File: src/rtl/gfs_pkg.sv
package gfs_pkg;

  // Bootstrap re-arm states
  typedef enum logic [1:0] {
    BA_IDLE     = 2'd0,
    BA_WAIT_UV  = 2'd1,
    BA_WAIT_TGL = 2'd2
  } boot_arm_t;

  // Switching directions watched by the transition timers
  localparam int unsigned NUM_DIR = 2;
  localparam int unsigned DIR_HI  = 0;
  localparam int unsigned DIR_LO  = 1;

endpackage

File: src/rtl/gfs_edge_det.sv
module gfs_edge_det #(
  parameter int unsigned W = 2
) (
  input  logic         clk,
  input  logic         rst_n,
  input  logic [W-1:0] sig,
  output logic [W-1:0] rise
);

  logic [W-1:0] sig_q;

  always_ff @(posedge clk or negedge rst_n) begin
    if (!rst_n) begin
      sig_q <= '0;
    end else begin
      sig_q <= sig;
    end
  end

  assign rise = sig & ~sig_q;

endmodule

File: src/rtl/gfs_boot_arm.sv
module gfs_boot_arm
  import gfs_pkg::*;
(
  input  logic      clk,
  input  logic      rst_n,
  input  logic      in_rise,
  input  logic      boot_uv,
  input  logic      sw_hi,
  output logic      hs_allow_d,
  output boot_arm_t state_q
);

  boot_arm_t state_d;
  boot_arm_t blocked_mode;

  // Which wait applies is decided by the node level on the rising cycle
  assign blocked_mode = sw_hi ? BA_WAIT_UV : BA_WAIT_TGL;

  always_comb begin
    state_d = state_q;
    unique case (state_q)
      BA_IDLE: begin
        if (in_rise && boot_uv) state_d = blocked_mode;
      end
      BA_WAIT_UV: begin
        if (!boot_uv) state_d = BA_IDLE;
      end
      BA_WAIT_TGL: begin
        if (in_rise) begin
          state_d = boot_uv ? blocked_mode : BA_IDLE;
        end
      end
      default: state_d = BA_IDLE;
    endcase
  end

  always_ff @(posedge clk or negedge rst_n) begin
    if (!rst_n) begin
      state_q <= BA_IDLE;
    end else begin
      state_q <= state_d;
    end
  end

  assign hs_allow_d = (state_d == BA_IDLE);

endmodule

File: src/rtl/gfs_sc_timer.sv
module gfs_sc_timer #(
  parameter int unsigned LIMIT = 75
) (
  input  logic clk,
  input  logic rst_n,
  input  logic start,
  input  logic active,
  input  logic arrived,
  output logic expire
);

  localparam int unsigned CW   = (LIMIT > 1) ? $clog2(LIMIT) : 1;
  localparam int unsigned LAST = (LIMIT > 0) ? LIMIT - 1 : 0;

  logic          armed_q, armed_d;
  logic [CW-1:0] cnt_q, cnt_d;
  logic          cnt_en;
  logic          at_last;

  assign at_last = (cnt_q == CW'(LAST));
  assign expire  = armed_q && active && !arrived && at_last;

  always_comb begin
    armed_d = armed_q;
    cnt_d   = cnt_q;
    cnt_en  = 1'b0;
    if (start) begin
      armed_d = 1'b1;
      cnt_d   = '0;
      cnt_en  = 1'b1;
    end else if (armed_q) begin
      if (!active || arrived || at_last) begin
        armed_d = 1'b0;
      end else begin
        cnt_d  = cnt_q + 1'b1;
        cnt_en = 1'b1;
      end
    end
  end

  always_ff @(posedge clk or negedge rst_n) begin
    if (!rst_n) begin
      armed_q <= 1'b0;
    end else begin
      armed_q <= armed_d;
    end
  end

  always_ff @(posedge clk or negedge rst_n) begin
    if (!rst_n) begin
      cnt_q <= '0;
    end else if (cnt_en) begin
      cnt_q <= cnt_d;
    end
  end

endmodule

File: src/rtl/gfs_fault_sup.sv
module gfs_fault_sup
  import gfs_pkg::*;
#(
  parameter int unsigned HI_LIMIT    = 75,
  parameter int unsigned LO_LIMIT    = 50,
  parameter int unsigned SYNC_STAGES = 2
) (
  input  logic clk,
  input  logic rst_n,
  input  logic supply_ok,
  input  logic drv_uv,
  input  logic boot_uv,
  input  logic sw_hi,
  input  logic sw_lo,
  input  logic in_cmd,
  input  logic en,
  output logic hs_permit,
  output logic ls_permit,
  output logic force_off,
  output logic fault
);

  localparam int unsigned SS = (SYNC_STAGES < 2) ? 2 : SYNC_STAGES;

  // Reset: asserted asynchronously, released through a flop chain
  logic [SS-1:0] rst_pipe;
  logic          rst_s_n;

  always_ff @(posedge clk or negedge rst_n) begin
    if (!rst_n) begin
      rst_pipe <= '0;
    end else begin
      rst_pipe <= {rst_pipe[SS-2:0], 1'b1};
    end
  end

  assign rst_s_n = rst_pipe[SS-1];

  // Command and enable edges
  logic [1:0] rises;
  logic       in_rise, en_rise;

  gfs_edge_det #(.W(2)) u_edge (
    .clk   (clk),
    .rst_n (rst_s_n),
    .sig   ({en, in_cmd}),
    .rise  (rises)
  );

  assign in_rise = rises[0];
  assign en_rise = rises[1];

  // Bootstrap re-arm control
  logic      hs_allow_d;
  boot_arm_t boot_state;

  gfs_boot_arm u_boot (
    .clk        (clk),
    .rst_n      (rst_s_n),
    .in_rise    (in_rise),
    .boot_uv    (boot_uv),
    .sw_hi      (sw_hi),
    .hs_allow_d (hs_allow_d),
    .state_q    (boot_state)
  );

  // Permit next-state and register
  logic [NUM_DIR-1:0] permit_d, permit_q;
  logic [NUM_DIR-1:0] node_at_rail;
  logic [NUM_DIR-1:0] expire;
  logic               sc_d, sc_q;
  logic               stop_d;
  logic               force_d, fault_d;

  assign node_at_rail[DIR_HI] = sw_hi;
  assign node_at_rail[DIR_LO] = sw_lo;

  // Transition timers, one per direction
  for (genvar d = 0; d < NUM_DIR; d++) begin : g_dir
    localparam int unsigned LIM = (d == DIR_HI) ? HI_LIMIT : LO_LIMIT;
    logic start_d;
    assign start_d = permit_d[d] & ~permit_q[d];
    gfs_sc_timer #(.LIMIT(LIM)) u_tmr (
      .clk     (clk),
      .rst_n   (rst_s_n),
      .start   (start_d),
      .active  (permit_q[d]),
      .arrived (node_at_rail[d]),
      .expire  (expire[d])
    );
  end

  // Short-circuit latch: a new expiry wins over an enable edge
  assign sc_d = (|expire) | (sc_q & ~en_rise);

  always_comb begin
    stop_d           = ~supply_ok | drv_uv | sc_d;
    permit_d[DIR_HI] = en & in_cmd & ~stop_d & hs_allow_d;
    permit_d[DIR_LO] = en & ~in_cmd & ~stop_d;
    force_d          = stop_d;
    fault_d          = drv_uv | sc_d;
  end

  always_ff @(posedge clk or negedge rst_s_n) begin
    if (!rst_s_n) begin
      sc_q      <= 1'b0;
      permit_q  <= '0;
      force_off <= 1'b1;
      fault     <= 1'b0;
    end else begin
      sc_q      <= sc_d;
      permit_q  <= permit_d;
      force_off <= force_d;
      fault     <= fault_d;
    end
  end

  assign hs_permit = permit_q[DIR_HI];
  assign ls_permit = permit_q[DIR_LO];

endmodule

File: config.mk
export PLATFORM = sky130hd
export DESIGN_NAME = gfs_fault_sup
export DESIGN_NICKNAME = d
export VERILOG_FILES = /design/src/rtl/gfs_pkg.sv /design/src/rtl/gfs_edge_det.sv /design/src/rtl/gfs_boot_arm.sv /design/src/rtl/gfs_sc_timer.sv /design/src/rtl/gfs_fault_sup.sv
export SDC_FILE = /design/constraint.sdc
export NUM_CORES = 1
export LEC_CHECK = 0
export ABC_AREA = 1
export BUFFER_PORTS_ARGS = -buffer_cell sky130_fd_sc_hd__buf_2
export CAP_MARGIN = 0
export CORE_UTILIZATION = 45
export CTS_CLUSTER_DIAMETER = 120
export DETAILED_ROUTE_END_ITERATION = 12
export SLEW_MARGIN = 20
export SYNTH_ARGS = -nofsm -noshare
export SYNTH_HDL_FRONTEND = slang
export SYNTH_SLANG_ARGS = --single-unit
File: constraint.sdc
create_clock -name clk -period 2.3 [get_ports clk]
set_input_delay 0.23 -clock clk [delete_from_list [all_inputs] [get_ports clk]]
set_output_delay 0.23 -clock clk [all_outputs]
set_load 0.01 [all_outputs]
==> results.ini <==
[synth]
ys_warn_count = 0
synth_common_cells = 37 x sky130_fd_sc_hd__inv_1, 32 x sky130_fd_sc_hd__nand2_1, 25 x sky130_fd_sc_hd__dfrtp_1
yosysSeqAreaShare_pct = 44.8
avg_cell_area_syn_um2 = 8.71
synthMostInstantiatedCell = sky130_fd_sc_hd__inv_1
synth_top_area_cell = sky130_fd_sc_hd__dfrtp_1
yosys_most_used_dff = sky130_fd_sc_hd__dfrtp_1
synth_area_um2 = 1450
postSynthRegisterBits = 26
synth_edf_count = 0
synth.net_count = 180
synthDistinctLibCells = 24
synth_top_cell_area_share_pct = 43.0
synthCells = 167
yosys-top-cells-area = sky130_fd_sc_hd__dfrtp_1 43%, sky130_fd_sc_hd__inv_1 9.6%, sky130_fd_sc_hd__nand2_1 8.3%
ys_async_sr_fraction_pct = 100

[sta]
final-max-slew-violation-count = 0
final.period_utilization_pct = 66.7
max_freq_mhz = 652
finClkSkew_ps = 4.68
setup_viol = 0
holdWs_ps = 27.0
fin_setup_tns_ps = 0
final_hold_viol_count = 0
period_minus_slack_ps = 1530
setup_repair_after_global_routing_missed_its_margin = no

[placed_design]
globalplace.congestion = 0.774
placed_cell_area_um2 = 1580
placed_cells_incl_taps = 224
io_buf_count = 12
post-dp-hpwl_mm = 1.79

[final_layout]
syn_to_final_growth_pct = 12.7
final_cell_count_no_fill = 229
post-route-cell-area_um2 = 1640
diodes = 0
fill_cells = 301
multiInputGateArea_um2 = 637
final_layout_size_suffix_gt1_share_pct = 25.4
fin_nets = 199
seq_area_um2 = 652

[cts]
cts.path.max_buffers = 2
cts_num_sinks = 26
post_cts_resize_count = 0
clock_latency_ps = 330
clk_pin_slew_ps = 150
cts_made_buffers = 3
cts.root.buffer_cell = sky130_fd_sc_hd__clkbuf_4
tritoncts_clock_tree = built
cts-htree-levels = 1

[floorplanning]
dieHeight_um = 58.8
fp.coreArea_um2 = 3050
boundaryPins = 13
floorplan.initialDensity_pct = 47.6
placement_rows = 20
fp.dieW_um = 58.8
area_enclosed_by_the_die_boundary_um2 = 3460

[power_and_ir_drop]
total_power_mw = 0.878
power.leakage_nw = 0.988
vdd_ir_drop_max_mv = 0.306
power.density_cell_area_nw_per_um2 = 535

[grt]
grt_max_degree = 25
grt_pass1_wl_mm = 4.40
overflow = 0
track_usage_pct = 17.0
antenna_found_initial = 0
grt_pass1_vias = 1080

[worst_setup_path]
kind_of_capture_point_of_the_worst_setup_path = flip-flop
worst_r2r_startpoint = g_dir[0].u_tmr.cnt_q[0]
path_max_fanout = 7
critical_path.startpoint_type = flip-flop
critPathRequiredTime_ps = 2540
worst_ep_arrival_time_ps = 1780
worst-setup-path-type = flip-flop to flip-flop
ff2ff_setup_slack_ps = 770
critical_path.startpoint = g_dir[0].u_tmr.cnt_q[0]

[drt]
route.detailed.wl_per_inst_um = 10.3
postRouteWirelength_mm = 2.35
avgViaCountPerCell = 4.52
firstDrtPassIters = 6
antenna_violating_nets_post_route = 0
detail_route.iter0.violations = 28
drc = 0
vias = 1034

[min_path]
hp-class = input pin to flip-flop
hold_path_startpoint = en

[job]
max_cap_violations = 0

[outcome]
status = completed

## layer usage
metal / track usage [%] / routed length [µm]
met4: 5.44 / 28
met5: 0 / 0
met1: 18.8 / 1030
met2: 31.7 / 1230
met3: 3.96 / 56
## final timing paths
kind,to,depth (start not counted)
max,g_dir[0].u_tmr.cnt_q[5],10
min,u_edge.sig_q[1],1
max reg2reg,g_dir[0].u_tmr.cnt_q[5],10
min reg2reg,fault,1
max in group asynchronous,force_off,1
min in group asynchronous,rst_pipe[1],2
## area by class of cell
class / count / share of cell area (%)
Clock buffer: 3 / 1.37
Clock inverter: 1 / 1.83
Inverter: 44 / 10.1
Multi-Input combinational cell: 97 / 38.9
Sequential cell: 26 / 39.8
Tap cell: 44 / 3.36
Timing Repair Buffer: 14 / 4.73
## power breakdown
part           internal [mW]  switching [mW]  leakage [nW]
Sequential             0.473          0.0109         0.346
Combinational         0.0269          0.0458         0.614
Clock                  0.176           0.145        0.0279
Total                  0.676           0.202         0.988
## cell usage in the layout (no fill, tap or decap)
cell	Yosys	routed
sky130_fd_sc_hd__inv_1	37	37
sky130_fd_sc_hd__nand2_1	32	32
sky130_fd_sc_hd__dfrtp_1	25	25
sky130_fd_sc_hd__buf_2	0	12
sky130_fd_sc_hd__nor2_1	10	10
sky130_fd_sc_hd__nand3_1	9	9
sky130_fd_sc_hd__xor2_1	9	9
sky130_fd_sc_hd__inv_2	7	7
sky130_fd_sc_hd__nand4_1	5	5
sky130_fd_sc_hd__nor2_4	5	5
sky130_fd_sc_hd__nand2_2	5	5
sky130_fd_sc_hd__ha_1	4	4
sky130_fd_sc_hd__nor2_2	3	3
sky130_fd_sc_hd__nand3_2	3	3
sky130_fd_sc_hd__clkbuf_4	0	3
sky130_fd_sc_hd__nand3b_4	2	2
sky130_fd_sc_hd__o21ai_0	2	2
sky130_fd_sc_hd__and2_1	1	1
sky130_fd_sc_hd__o21ai_4	1	1
sky130_fd_sc_hd__nand3_4	1	1
sky130_fd_sc_hd__nor2_8	1	1
sky130_fd_sc_hd__o21ai_1	1	1
sky130_fd_sc_hd__nor3_2	1	1
sky130_fd_sc_hd__xnor2_1	1	1
sky130_fd_sc_hd__bufinv_16	0	1
sky130_fd_sc_hd__dfstp_2	1	1
sky130_fd_sc_hd__dlygate4sd3_1	0	1
sky130_fd_sc_hd__buf_4	0	1
sky130_fd_sc_hd__conb_1	1	1
## stage by stage
stage                     util, %  setup slack [ps]
after floorplan                 -               912
after global placement       51.6               812
after detailed placement     51.6               760
after CTS                    53.7               739
after global routing         53.7               571
final                        53.7               766
## worst max-delay path: stages (launching register included)
cell,delay (ps)
sky130_fd_sc_hd__dfrtp_1,460
sky130_fd_sc_hd__inv_1,70
sky130_fd_sc_hd__ha_1,190
sky130_fd_sc_hd__inv_1,90
sky130_fd_sc_hd__nor2_4,40
sky130_fd_sc_hd__nand3_2,90
sky130_fd_sc_hd__nand3_4,100
sky130_fd_sc_hd__nor2_8,150
sky130_fd_sc_hd__nand3b_4,130
sky130_fd_sc_hd__nand2_1,80
sky130_fd_sc_hd__inv_1,40
## registers in the layout (all words and copies together), names as in the netlist
register and cells:
g_dir.u_tmr.cnt_q 13, g_dir.u_tmr.armed_q 2, permit_q 2, rst_pipe 2, u_boot.state_q 2, u_edge.sig_q 2
fault 1, force_off 1, sc_q 1
## repair_timing
item,in CTS,in global routing
hold endpoints to repair,2,0
buffers inserted,0,0
hold buffers,1,0
## logic make-up (layout without fill, tap and decap cells)
kind of cell | count (synthesis) | count (layout) | synth area share [%]
flip-flops | 26 | 26 | 44.8
AND/OR/NAND/NOR | 78 | 78 | 31.9
adder cells (fa/ha/maj) | 4 | 4 | 3.44
AO/OA/AOI/OAI | 4 | 4 | 2.15
other | 1 | 1 | 0.258
buffers and inverters | 44 | 62 | 11.4
XOR/XNOR | 10 | 10 | 6.02
No activity file was read; power rests on OpenSTA's default activity.
